`src/rtl/zq_pkg.sv`:
```
package zq_pkg;
    typedef enum logic [1:0] {
        DIR_HOLD = 2'd0,
        DIR_UP   = 2'd1,
        DIR_DOWN = 2'd2
    } step_dir_e;

    typedef struct packed {
        logic      force_max;
        step_dir_e dir;
    } step_req_t;

    function automatic step_dir_e dir_of(input int unsigned cur, input int unsigned tgt);
        if (cur < tgt)      return DIR_UP;
        else if (cur > tgt) return DIR_DOWN;
        else                return DIR_HOLD;
    endfunction
endpackage

```
`src/rtl/zq_tick_div.sv`:
```
module zq_tick_div #(
    parameter int DIV_RATIO = 16
) (
    input  logic clk,
    input  logic rst,
    output logic tick
);
    localparam int CNT_W = (DIV_RATIO > 1) ? $clog2(DIV_RATIO) : 1;
    localparam logic [CNT_W-1:0] LAST = CNT_W'(DIV_RATIO - 1);

    logic [CNT_W-1:0] cnt_q;

    always_ff @(posedge clk) begin
        if (rst)            cnt_q <= '0;
        else if (cnt_q == LAST) cnt_q <= '0;
        else                cnt_q <= cnt_q + 1'b1;
    end

    assign tick = (cnt_q == LAST);


    tick_wrap_chk: assert property (@(posedge clk) disable iff (rst)
        tick |=> (cnt_q == '0));
endmodule

```
`src/rtl/zq_target_sel.sv`:
```
module zq_target_sel #(
    parameter int CODE_W = 6
) (
    input  logic                 strap,
    input  logic [CODE_W-1:0]    target_code,
    input  logic [CODE_W-1:0]    cur_code,
    output logic [CODE_W-1:0]    eff_target,
    output zq_pkg::step_req_t    req,
    output logic                 locked
);
    import zq_pkg::*;
    localparam logic [CODE_W-1:0] MAX_CODE = '1;

    always_comb begin
        eff_target    = strap ? MAX_CODE : target_code;
        req.force_max = strap;
        req.dir       = dir_of(int'(cur_code), int'(eff_target));
        locked        = (cur_code == eff_target);
    end
endmodule

```
`src/rtl/zq_step_unit.sv`:
```
module zq_step_unit #(
    parameter int CODE_W   = 6,
    parameter int NOM_CODE = 20
) (
    input  logic              clk,
    input  logic              rst,
    input  logic              tick,
    input  zq_pkg::step_req_t req,
    input  logic [CODE_W-1:0] eff_target,
    output logic [CODE_W-1:0] code_q
);
    import zq_pkg::*;
    localparam logic [CODE_W-1:0] MAX_CODE = '1;
    localparam logic [CODE_W-1:0] NOM      = CODE_W'(NOM_CODE);

    logic [CODE_W-1:0] code_d;

    always_comb begin
        code_d = code_q;
        if (req.force_max) begin
            code_d = MAX_CODE;
        end else if (tick) begin
            unique case (req.dir)
                DIR_UP:   if (code_q != MAX_CODE) code_d = code_q + 1'b1;
                DIR_DOWN: if (code_q != '0)       code_d = code_q - 1'b1;
                default:  code_d = code_q;
            endcase
        end
    end

    always_ff @(posedge clk) begin
        if (rst) code_q <= NOM;
        else     code_q <= code_d;
    end


    tick_only_chk: assert property (@(posedge clk) disable iff (rst)
        (!$past(rst) && !$past(req.force_max) && (code_q != $past(code_q))) |-> $past(tick));


    one_lsb_chk: assert property (@(posedge clk) disable iff (rst)
        (!$past(rst) && !$past(req.force_max) && $past(tick) && ($past(code_q) != $past(eff_target)))
        |-> ((code_q == CODE_W'($past(code_q) + 1'b1)) || (code_q == CODE_W'($past(code_q) - 1'b1))));


    hold_chk: assert property (@(posedge clk) disable iff (rst)
        (!$past(rst) && !$past(req.force_max) && ($past(code_q) == $past(eff_target))) |-> $stable(code_q));


    force_max_chk: assert property (@(posedge clk) disable iff (rst)
        (!$past(rst) && $past(req.force_max)) |-> (code_q == MAX_CODE));
endmodule

```
`src/rtl/zq_imp_ctrl.sv`:
```
module zq_imp_ctrl #(
    parameter int CODE_W    = 6,
    parameter int DIV_RATIO = 16,
    parameter int NOM_CODE  = 20
) (
    input  logic              clk,
    input  logic              rst,
    input  logic              min_imp_strap,
    input  logic [CODE_W-1:0] target_code,
    output logic [CODE_W-1:0] drive_code,
    output logic              code_locked
);
    import zq_pkg::*;

    logic              tick;
    logic [CODE_W-1:0] eff_target;
    step_req_t         req;

    zq_tick_div #(.DIV_RATIO(DIV_RATIO)) u_div (
        .clk  (clk),
        .rst  (rst),
        .tick (tick)
    );

    zq_target_sel #(.CODE_W(CODE_W)) u_sel (
        .strap       (min_imp_strap),
        .target_code (target_code),
        .cur_code    (drive_code),
        .eff_target  (eff_target),
        .req         (req),
        .locked      (code_locked)
    );

    zq_step_unit #(.CODE_W(CODE_W), .NOM_CODE(NOM_CODE)) u_step (
        .clk        (clk),
        .rst        (rst),
        .tick       (tick),
        .req        (req),
        .eff_target (eff_target),
        .code_q     (drive_code)
    );


    reset_nom_chk: assert property (@(posedge clk)
        $past(rst) |-> (drive_code == CODE_W'(NOM_CODE)));
endmodule

```
`config.mk`:
```
export PLATFORM = sky130hd
export DESIGN_NAME = zq_imp_ctrl
export DESIGN_NICKNAME = d
export VERILOG_FILES = /design/src/rtl/zq_pkg.sv /design/src/rtl/zq_tick_div.sv /design/src/rtl/zq_target_sel.sv /design/src/rtl/zq_step_unit.sv /design/src/rtl/zq_imp_ctrl.sv
export SDC_FILE = /design/constraint.sdc
export NUM_CORES = 1
export LEC_CHECK = 0
export ABC_CLOCK_PERIOD_IN_PS = 3940
export BUFFER_PORTS_ARGS = -buffer_cell sky130_fd_sc_hd__clkbuf_2
export CAP_MARGIN = 0
export CORE_AREA = 2 2 43 45
export CTS_CLUSTER_SIZE = 16
export DETAILED_ROUTE_END_ITERATION = 6
export DIE_AREA = 0 0 45 47
export GPL_TIMING_DRIVEN = 0
export PLACE_DENSITY = 0.75
export SYNTH_ARGS = -nofsm -noshare
export SYNTH_HDL_FRONTEND = slang
export SYNTH_SLANG_ARGS = --single-unit
```
`constraint.sdc`:
```
create_clock -name clk -period 3.94 [get_ports clk]
set_clock_uncertainty 0.05 [all_clocks]
set_input_delay 0.197 -clock clk [delete_from_list [all_inputs] [get_ports clk]]
set_output_delay 0.197 -clock clk [all_outputs]
set_load 0.01 [all_outputs]
```
Word-level counts from Yosys, hierarchy flattened
Index checks and enable logic that the tools add are counted.
{ "classes": {"n_addsub": 3, "order_cmp": 2, "n_eq_ne": 9, "mux": 8, "n_reduce_logical": 8} }
{ "op_table": {"columns": ["operator", "count"], "rows": [
  ["2-to-1 mux 6 bit", 5],
  ["case mux 6 bit (2 select lines)", 1],
  ["AND reduction 4 bit", 2],
  ["adder 6 x 1 -> 6 bit, second input constant", 1],
  ["== test 6 bit", 1],
  ["greater-than comparator 6 bit", 1],
  ["less-than comparator 6 bit", 1],
  ["!= test 3 x 2 -> 1 bit, second input constant", 2],
  ["!= test 6 bit, second input constant", 1],
  ["nonzero test 6 bit", 1],
  ["subtractor 6 x 1 -> 6 bit, second input constant", 1],
  ["adder 4 x 1 -> 4 bit, second input constant", 1],
  ["== test 4 bit, second input constant", 1],
  ["2-to-1 mux 2 bit", 2],
  ["!= test 2 x 1 -> 1 bit, second input constant", 2],
  ["nonzero test 2 bit", 2],
  ["OR reduction 2 bit", 2],
  ["nonzero test 3 bit", 1],
  ["== test 2 x 1 -> 1 bit, second input constant", 1],
  ["== test 2 bit, second input constant", 1]
]} }
{ "totals": {"register_bits": 10, "out_inout_bits": 7, "wordCells": 33} }

Logic depth before layout (Yosys ltp)
Gate-level depths: netlist (run 1).
{ "depth": {"depth_word": 8, "mapped_depth": 13, "mapped_depth_nobuf": 12} }

By module
From an unflattened synthesis (run 1), not the netlist that was laid out.
{ "hier_totals": {"hier_cells": 105, "hier_area_um2": 868.3} }
{ "by_module_without_submodules": {"columns": ["module", "n_inst", "cells_each", "area_each_um2", "seq_area_each_um2"], "rows": [
  ["zq_step_unit", 1, 61, 509.2, 120.1],
  ["zq_target_sel", 1, 29, 192.7, 0.0],
  ["zq_tick_div", 1, 15, 166.4, 80.1]
]} }

Least setup slack after synthesis (run 1)
No wires, ideal clock.
{ "synth_timing": {"kind": "input -> register", "from": "input port min_imp_strap", "to": "register u_step.code_q[5]", "t_arrival_ns": 2.694, "required_ns": 3.768, "setup_slack_ns": 1.075, "cell_stages": 13, "cell_sequence": "clkbuf_1 -> nor2_1 -> ha_1 -> and4_4 -> nand3_2 -> inv_2 -> a31oi_2 -> ha_1 -> a211oi_1 -> o21bai_1 -> a21oi_1 -> xnor3_1 -> a221o_1"} }
{ "synth_via": {"elab_chain_cells": 8, "elab_cells_between_ends": 15} }
{ "synth_rtl": {"columns": ["element", "line_no", "text"], "rows": [
  ["start: declaration", "zq_imp_ctrl.sv:8", "input logic min_imp_strap,"],
  ["2-to-1 mux 6 bit", "zq_target_sel.sv:15", "eff_target = strap ? MAX_CODE : target_code;"],
  ["greater-than comparator 6 bit", "zq_pkg.sv:15", "else if (cur > tgt) return DIR_DOWN;"],
  ["2-to-1 mux 2 bit", "zq_pkg.sv:15", null],
  ["2-to-1 mux 2 bit", "zq_pkg.sv:14", "if (cur < tgt) return DIR_UP;"],
  ["== test 2 bit or == test 2 x 1 -> 1 bit (tied branches)", "zq_step_unit.sv:23", "unique case (req.dir)"],
  ["case mux 6 bit (2 select lines)", "zq_step_unit.sv:23", null],
  ["2-to-1 mux 6 bit", "zq_step_unit.sv:22", "end else if (tick) begin"],
  ["2-to-1 mux 6 bit", "zq_step_unit.sv:20", "if (req.force_max) begin"],
  ["end signal: assignment", "zq_step_unit.sv:33", "else code_q <= code_d;"],
  ["end: declaration", "zq_step_unit.sv:10", "output logic [CODE_W-1:0] code_q"]
]} }
Parallel ways exist; a longest one is shown, timed or not. The select of a mux whose other input is x is not followed.
A chain may end at the register's enable or synchronous reset.

Final worst setup path (run 1)
Ends and elaborated chain as after synthesis.

==> results of run 1 <==
-- stage by stage --
| step | power (uW) | hold WS, ns | worst slack (ns) | instances | instance area (um^2) |
|---|---|---|---|---|---|
| 2_1_floorplan | 188.3 | 0.3994 | 1.075 | 94 | 839.6 |
| 3_3_place_gp | 208.2 | 0.4216 | 0.6568 | 125 | 930.9 |
| 3_5_place_dp | 212.1 | 0.4363 | 0.6038 | 125 | 930.9 |
| 4_1_cts | 303.9 | 0.2495 | 0.8684 | 129 | 967.2 |
| 5_1_grt | 322.8 | 0.2863 | 0.6794 | 129 | 967.2 |
| 6_report | 300.6 | 0.2475 | 0.9012 | 129 | 967.2 |
-- cell families (layout without fill, tap and decap cells) --
group	Yosys count	in the layout	share of synthesized area
adder cells (fa/ha/maj)	12	12	0.1878
XOR/XNOR	5	5	0.06856
AND/OR/NAND/NOR	29	29	0.2042
flip-flops	10	10	0.2384
buffers and inverters	11	29	0.05811
AO/OA/AOI/OAI	27	27	0.2429
-- layout make-up --
type	instances	area, um^2
flip-flops and latches	10	200.2
well taps	17	21.27
inverters	7	26.28
repair buffers	14	70.07
clock buffers	4	36.28
plain buffers	4	22.52
fillers	158	684.4
multi-input cells	73	590.6
-- per-layer routing --
layer	part of all wire	global-route usage	wire length [um]
met5	0	0	0
met1	0.49	0.2682	859
met4	0.0034	0.03529	6
met2	0.47	0.3429	816
met3	0.036	0.04615	63
-- registers in the layout, indices dropped and copies added (netlist names) --
name           cells
u_div.cnt_q        4
u_step.code_q      6
-- layout by cell type (no fill, tap or decap), types with 2 or more instances in the layout --
| cell | instances |
|---|---|
| o31a_1 | 2 |
| xnor2_1 | 2 |
| xor2_1 | 2 |
| nor2_1 | 10 |
| dfxtp_1 | 10 |
| a211oi_1 | 2 |
| nor4_1 | 2 |
| clkbuf_2 | 14 |
| a21oi_1 | 6 |
| clkbuf_4 | 3 |
| ha_1 | 11 |
| and4_4 | 2 |
| o21ai_0 | 2 |
| a21o_1 | 3 |
| o211ai_1 | 2 |
| nand3_1 | 3 |
| a31oi_1 | 2 |
| clkbuf_1 | 3 |
| inv_1 | 6 |
| or4_1 | 3 |
| nor3_1 | 2 |
-- worst max-delay path, cell delays in order --
cell,delay [ns]
clkbuf_2,0.10
clkbuf_1,0.35
nor2_1,0.08
ha_1,0.31
a21o_1,0.12
nand3_1,0.16
a31oi_2,0.44
ha_1,0.32
a211oi_1,0.23
o21bai_1,0.11
a21oi_1,0.16
xnor3_1,0.24
a221o_1,0.30
-- where the power goes --
group | leakage (uW) | internal (uW) | switching, uW | total, uW
clock network | 0.0000210 | 56.1 | 35.6 | 91.7
registers | 0.0000827 | 107 | 9.33 | 116
logic | 0.000339 | 46.1 | 46.6 | 92.7
total | 0.000443 | 209 | 91.5 | 301
-- worst max-delay path by stage --
| stage | start | end | slack (ns) | cells after the start |
|---|---|---|---|---|
| floorplan | min_imp_strap | u_step.code_q[5] | 1.07 | 13 |
| global placement | min_imp_strap | u_step.code_q[5] | 0.66 | 13 |
| detailed placement | min_imp_strap | u_step.code_q[5] | 0.60 | 13 |
| CTS | min_imp_strap | u_step.code_q[5] | 0.87 | 13 |
| global route | min_imp_strap | u_step.code_q[5] | 0.68 | 13 |
| finish | min_imp_strap | u_step.code_q[5] | 0.90 | 13 |
==> impl_metrics.csv, run 1 <==
group,metric,value,unit
run,max-cap-violations,0,
floorplan,core-area,0.001652,mm^2
global_routing,grt_max_degree,11,
floorplan,rows,15,
yosys,synth-edff-count,0,
critical_path,timing.rr.start,"u_step.code_q[3]",
finish,drive_gt1_frac,0.2321,
global_routing,track_usage,0.2024,
yosys,ys_seq_area_frac,0.2385,
floorplan,io_pins,16,
outcome,status,"finished, final reports clean",
sta,fin_tns_setup,0,ns
global_routing,grt_pass1_wl,3139,um
drt,drt_first_pass_iters,4,
clock_network,cts.sinks,10,
drt,drt_iter0_drc,9,
placement,numPortBuffers,14,
yosys,synth_common_cells,"ha_1, dfxtp_1, nor2_1",
power,ir_drop,0.0002375,V
clock_network,cts_resized,0,
critical_path,r2r_end,"u_step.code_q[5]",
clock_network,h-tree-depth,1,
drt,wl_per_cell,13.53,um
sta,relSlewSlack,0.6650,
clock_network,clk_pin_slew_worst_paths,0.06,ns
finish,nNetsFinal,134,
drt,antenna_left,0,
sta,rsz0062_at_grt,"no",
floorplan,initial_core_util,0.5083,
critical_path,critPathLaunchType,"input pin",
critical_path,cp_data_required_time,4.04,ns
yosys,avgSynthCellArea,8.931,um^2
global_routing,grt_pass1_vias,716,
finish,utilization,0.5856,
floorplan,die_w,45,um
clock_network,cts_tree,"built",
yosys,synth.distinct_cells,38,
clock_network,root_buffer,"clkbuf_4",
critical_path,cp.arrival,3.14,ns
clock_network,clock_latency,0.26,ns
global_routing,overflow,0,
yosys,synth_top_cell_by_area,"dfxtp_1",
placement,dp_hpwl,1371,um
finish,diodes,0,
sta,tightest_slew,0.4987,ns
yosys,synthTopCellsByArea,"dfxtp_1, ha_1, nor2_1",
clock_network,cts-buffers-inserted,3,
critical_path,r2r_cells,11,
clock_network,postCtsSetupBuffers,0,
power,p_per_area,310.7,mW/mm^2
yosys,synth.most_common_cell,"ha_1",
finish,area_growth,15.20,%
clock_network,clock_path_buffers,2,
critical_path,crit_type,"in -> reg",
yosys,syn-cell-area,839.6,um^2
sta,setup_violations,0,
hold_path,hold_depth,2,
hold_path,whs_endpoint,"u_div.cnt_q[2]",
yosys,syn-num-nets,115,
yosys,ys_warn_count,0,
drt,drc,0,
floorplan,die-area,0.002115,mm^2
drt,via_count,778,
sta,slew_viol_final,0,
critical_path,r2r_slack,0.95,ns
sta,period_share,0.7713,
placement,gp_congestion,0.8148,
yosys,netlist.area_leader.share,0.2385,
hold_path,hold_class,"in -> reg",
yosys,ys_async_sr_fraction,0,
global_routing,antenna_found_initial,0,
clock_network,cts_hold_buf,0,
drt,viasPerCell,6.031,
yosys,synth_seq_cells,10,
power,p_leak,0.0004430,uW
critical_path,critPathMaxFanout,10,
yosys,synthFlopType,"dfxtp_1",
sta,hold_viol_final,0,
hold_path,hp-start,"rst",
drt,finalWirelength,1745,um
critical_path,critPathCaptureType,"flop",
yosys,synthCells,94,
floorplan,die-height,47,um
sta,max_freq,329.1,MHz
sta,finalCriticalPeriod,3.039,ns
Power figures use the tool's default switching activity.
==> inputs of run 2 (changes only) <==
--- a/config.mk
+++ b/config.mk
@@ -5,7 +5,7 @@
 export SDC_FILE = /design/constraint.sdc
 export NUM_CORES = 1
 export LEC_CHECK = 0
-export ABC_CLOCK_PERIOD_IN_PS = 3940
+export ABC_CLOCK_PERIOD_IN_PS = 2800
 export BUFFER_PORTS_ARGS = -buffer_cell sky130_fd_sc_hd__clkbuf_2
 export CAP_MARGIN = 0
 export CORE_AREA = 2 2 43 45
==> constraint.sdc (replaced) <==
create_clock -name clk -period 2.8 [get_ports clk]
set_clock_uncertainty 0.05 [all_clocks]
set_input_delay 0.14 -clock clk [delete_from_list [all_inputs] [get_ports clk]]
set_output_delay 0.14 -clock clk [all_outputs]
set_load 0.01 [all_outputs]
==> impl_metrics.csv, run 2 (synthesized netlist as in run 1, its figures left out) <==
group,metric,value,unit
finish,layout_commonest_cell,"clkbuf_2",
placement,place_area,939.7,um^2
placement,place_inst,125,
critical_path,critPathCaptureType,"flop",
clock_network,clock_path_buffers,2,
global_routing,antenna_found_initial,0,
floorplan,die-area,0.002115,mm^2
critical_path,r2r_cells,11,
outcome,status,"finished, final reports clean",
critical_path,critPathMaxFanout,5,
critical_path,crit_start,"u_step.code_q[2]",
critical_path,cp.arrival,2.83,ns
critical_path,r2r_slack,0.09,ns
critical_path,timing.rr.start,"u_step.code_q[2]",
critical_path,cp_data_required_time,2.92,ns
power,ir_drop,0.0003284,V
sta,setup_violations,0,
floorplan,core-area,0.001652,mm^2
critical_path,path_cells,"ha_1, and4_4, nand3_2, inv_2, a31oi_4, ha_1, o21ai_1, o21bai_1, a21oi_2, xnor3_1, a221o_1",
sta,relSlewSlack,0.6796,
finish,largest_reg_flops,6,
floorplan,die-height,47,um
clock_network,cts.sinks,10,
critical_path,slowest_delay,0.42,ns
drt,via_count,812,
power,p_per_area,435.9,mW/mm^2
clock_network,clk_pin_slew_worst_paths,0.07,ns
floorplan,io_pins,16,
floorplan,initial_core_util,0.5083,
finish,final_area,0.001081,mm^2
finish,diodes,0,
sta,rsz0062_at_grt,"yes",
critical_path,crit_top_cell,"ha_1",
placement,gp_congestion,0.7943,
clock_network,h-tree-depth,1,
finish,largestRegisters,"u_step.code_q x6, u_div.cnt_q x4",
drt,antenna_left,0,
clock_network,root_buffer,"clkbuf_4",
finish,layout_common_cells,"clkbuf_2, nor2_1, ha_1",
sta,slew_viol_final,0,
global_routing,grt_pass1_vias,718,
critical_path,r2r_end,"u_step.code_q[5]",
sta,tightest_slew,0.4770,ns
floorplan,rows,15,
sta,finalCriticalPeriod,2.708,ns
clock_network,clock_latency,0.28,ns
global_routing,overflow,0,
critical_path,crit_slowest_cell,"dfxtp_1",
clock_network,cts_tree,"built",
global_routing,grt_max_degree,13,
clock_network,cts-buffers-inserted,3,
critical_path,endpoint,"u_step.code_q[5]",
drt,drt_first_pass_iters,4,
hold_path,hp-start,"rst",
finish,regMostFlops,"u_step.code_q",
finish,area_growth,28.76,%
run,max-cap-violations,0,
drt,finalWirelength,1991,um
finish,drive_gt1_frac,0.3772,
drt,drc,0,
finish,nNetsFinal,136,
sta,max_freq,369.3,MHz
power,p_leak,0.0004590,uW
hold_path,hold_class,"in -> reg",
global_routing,track_usage,0.2039,
drt,drt_iter0_drc,11,
floorplan,die_w,45,um
placement,numPortBuffers,14,
drt,viasPerCell,6.198,
finish,fin_cells,131,
sta,period_share,0.9672,
finish,n_fill_cell,141,
global_routing,grt_pass1_wl,3091,um
critical_path,critPathLaunchType,"flop",
sta,hold_viol_final,0,
placement,dp_hpwl,1386,um
critical_path,crit_type,"reg -> reg",
finish,utilization,0.6545,
clock_network,cts_hold_buf,0,
drt,wl_per_cell,15.20,um
[run 2: cell types whose count changed in the layout (fill, tap and decap cells not counted), sizes merged]
cell	previous run	this run
clkbuf	21	20
buf	1	4
[run 2: worst min-delay path by stage]
stage                        to  slack, ns  cells past startpoint
5_1_grt          u_div.cnt_q[2]       0.19                      2
6_report         u_div.cnt_q[2]       0.16                      2
4_1_cts          u_div.cnt_q[2]       0.17                      2
3_3_place_gp     u_div.cnt_q[0]       0.42                      1
2_1_floorplan  u_step.code_q[3]       0.37                      3
3_5_place_dp     u_div.cnt_q[0]       0.43                      1
[run 2: through the flow]
step	hold slack, ns	power [uW]	setup slack [ns]	setup TNS [ns]
after detailed placement	0.4296	299.9	-0.4017	-0.8184
after CTS	0.1663	445.5	0.02555	0
after floorplan	0.3738	267.4	0.06366	0
after global placement	0.4225	295.5	-0.3523	-0.6605
after global routing	0.1898	498.6	-0.08670	-0.08670
final	0.1622	471.2	0.09196	0
[run 2: power breakdown]
group / switching (uW) / leakage [uW] / internal (uW)
clock network: 58.5 / 0.0000210 / 79.1
registers: 15.2 / 0.0000834 / 151
logic: 79.8 / 0.000355 / 88.0
total: 154 / 0.000459 / 318
[run 2: layer usage]
metal | track usage | part of all wire
met1 | 0.2606 | 0.45
met2 | 0.3400 | 0.48
met3 | 0.06923 | 0.067
met4 | 0.03529 | 0.0030
met5 | 0 | 0
[run 2: repair_timing]
item,4_1_cts,5_1_grt
setup endpoints to repair,2,2
resized for setup,6,12
pin swaps,2,3
buffers inserted,3,0
cloned,0,0
[run 2: area by class of cell]
type | count | area (um^2) | area share
inverters | 7 | 26.28 | 0.02431
repair buffers | 17 | 96.34 | 0.08912
plain buffers | 3 | 18.77 | 0.01736
well taps | 17 | 21.27 | 0.01968
multi-input cells | 73 | 670.6 | 0.6204
clock buffers | 4 | 36.28 | 0.03356
flip-flops and latches | 10 | 211.5 | 0.1956
[run 2: critical path: cells and delay by family, from the launching register on]
kind            cells  cell delay, ns
compound gates      5            0.92
fa+ha+maj           2            0.61
flops               1            0.42
simple gates        2            0.30
xor+xnor            1            0.24
buf+inv             1            0.06
==> inputs of run 3 (changes only) <==
--- a/config.mk
+++ b/config.mk
@@ -8,12 +8,14 @@
 export ABC_CLOCK_PERIOD_IN_PS = 2800
 export BUFFER_PORTS_ARGS = -buffer_cell sky130_fd_sc_hd__clkbuf_2
 export CAP_MARGIN = 0
-export CORE_AREA = 2 2 43 45
+export CELL_PAD_IN_SITES_DETAIL_PLACEMENT = 0
+export CELL_PAD_IN_SITES_GLOBAL_PLACEMENT = 2
+export CORE_AREA = 2 2 55 57
 export CTS_CLUSTER_SIZE = 16
 export DETAILED_ROUTE_END_ITERATION = 6
-export DIE_AREA = 0 0 45 47
+export DIE_AREA = 0 0 57 59
 export GPL_TIMING_DRIVEN = 0
-export PLACE_DENSITY = 0.75
+export PLACE_DENSITY_LB_ADDON = 0.1
 export SYNTH_ARGS = -nofsm -noshare
 export SYNTH_HDL_FRONTEND = slang
 export SYNTH_SLANG_ARGS = --single-unit
==> impl_metrics.csv, run 3 (synthesized netlist as in run 1, its figures left out) <==
group,metric,value,unit
global_routing,antenna_found_initial,0,
floorplan,die_w,57,um
drt,drt-met1-wl,1047,um
floorplan,core-area,0.002710,mm^2
power,p_per_area,377.1,mW/mm^2
drt,viasPerCell,5.362,
global_routing,grt_max_degree,13,
power,p_leak,0.0004775,uW
floorplan,die-height,59,um
floorplan,die-area,0.003363,mm^2
finish,regMostFlops,"u_step.code_q",
clock_network,cts-buffers-inserted,3,
finish,diodes,0,
floorplan,rows,19,
sta,setup_violations,0,
critical_path,cp_data_required_time,2.90,ns
hold_path,hold_class,"in -> reg",
drt,topRoutingLayerUsed,"met4",
sta,finalCriticalPeriod,2.721,ns
clock_network,clock_path_buffers,2,
global_routing,grt_pass1_vias,765,
sta,slew_viol_final,0,
critical_path,cp_top_family,"compound AO/OA/AOI/OAI gates",
sta,period_share,0.9717,
finish,nNetsFinal,141,
finish,area_growth,41.58,%
global_routing,track_usage,0.1381,
clock_network,h-tree-depth,1,
outcome,status,"finished, final reports clean",
clock_network,cts.sinks,10,
finish,fin_cells,149,
critical_path,cp.arrival,2.82,ns
clock_network,clk_pin_slew_worst_paths,0.07,ns
drt,antenna_left,0,
placement,numPortBuffers,14,
drt,via_count,799,
sta,tightest_slew,0.4359,ns
finish,layout_common_cells,"clkbuf_2, nor2_1, ha_4",
floorplan,initial_core_util,0.3098,
finish,largestRegisters,"u_step.code_q x6, u_div.cnt_q x4",
clock_network,cts_tree,"built",
critical_path,critPathCaptureType,"flop",
power,total_power,448.2,uW
sta,relSlewSlack,0.7094,
critical_path,path_cells,"ha_4, and4_4, o21ai_2, a31oi_4, buf_6, ha_4, o21ai_1, o21bai_1, a21oi_1, xnor3_1, a221o_1",
critical_path,slowest_delay,0.37,ns
drt,drc,0,
critical_path,crit_type,"reg -> reg",
sta,hold_viol_final,0,
drt,drt_iter0_drc,26,
global_routing,overflow,0,
critical_path,crit_slowest_cell,"dfxtp_4",
clock_network,cts_hold_buf,0,
clock_network,root_buffer,"clkbuf_4",
finish,largest_reg_flops,6,
critical_path,path_buf_inv,1,
critical_path,crit_top_cell,"ha_4",
placement,place_inst,139,
drt,wl_met3,61,um
finish,utilization,0.4386,
run,max-cap-violations,0,
placement,dp_hpwl,1602,um
power,ir_drop,0.0002183,V
finish,n_fill_cell,287,
critical_path,critPathLaunchType,"flop",
global_routing,grt_pass1_wl,3553,um
placement,gp_congestion,0.6788,
drt,wl_met2,1081,um
finish,drive_gt1_frac,0.4322,
drt,drt_first_pass_iters,4,
sta,fin_tns_setup,0,ns
critical_path,critPathMaxFanout,6,
drt,finalWirelength,2206,um
finish,layout_commonest_cell,"clkbuf_2",
clock_network,clock_latency,0.26,ns
drt,wl_per_cell,14.81,um
floorplan,io_pins,16,
sta,max_freq,367.6,MHz
==> run 3: layout make-up <==
class | count | area, um^2 | share of cell area
clock buffer | 3 | 22.52 | 0.01895
sequential | 10 | 220.2 | 0.1853
tap | 31 | 38.79 | 0.03263
multi-input combinational | 73 | 721.9 | 0.6074
timing repair buffer | 22 | 137.6 | 0.1158
buffer | 3 | 18.77 | 0.01579
inverter | 7 | 28.78 | 0.02421
==> run 3: worst paths after layout <==
kind / start / endpoint / slack [ns] / depth (start not counted)
worst max-delay path: u_step.code_q[5] / u_step.code_q[5] / 0.08 / 11
worst min-delay path: rst / u_div.cnt_q[2] / 0.22 / 2
worst max register to register: u_step.code_q[5] / u_step.code_q[5] / 0.08 / 11
worst min register to register: u_div.cnt_q[3] / u_div.cnt_q[3] / 0.44 / 2
==> run 3: where the power goes <==
group | total (uW) | switching [uW] | internal [uW]
Sequential | 164 | 15.3 | 149
Clock | 96.1 | 46.7 | 49.5
Combinational | 188 | 85.3 | 102
Total | 448 | 147 | 301
==> run 3: per-stage QoR <==
stage	hold WS [ns]	instance area, um^2	worst slack [ns]
CTS	0.2184	1044	0.0009361
global route	0.2616	1189	-0.002124
global placement	0.4203	957.2	-0.5828
detailed placement	0.4333	957.2	-0.5594
floorplan	0.3738	848.3	0.06366
finish	0.2222	1189	0.07931
==> run 3: what timing repair did <==
item,in CTS,in global routing
resized for setup,11,18
pin swaps,3,6
endpoints found under the setup margin,2,2
setup buffers,4,4
==> run 3: routing by layer <==
layer  global-route usage  vias to the layer above
met5                    0                        -
met4              0.04983                        0
met3              0.03057                        2
met2               0.2250                       13
met1               0.1806                      374
li1                     -                      410
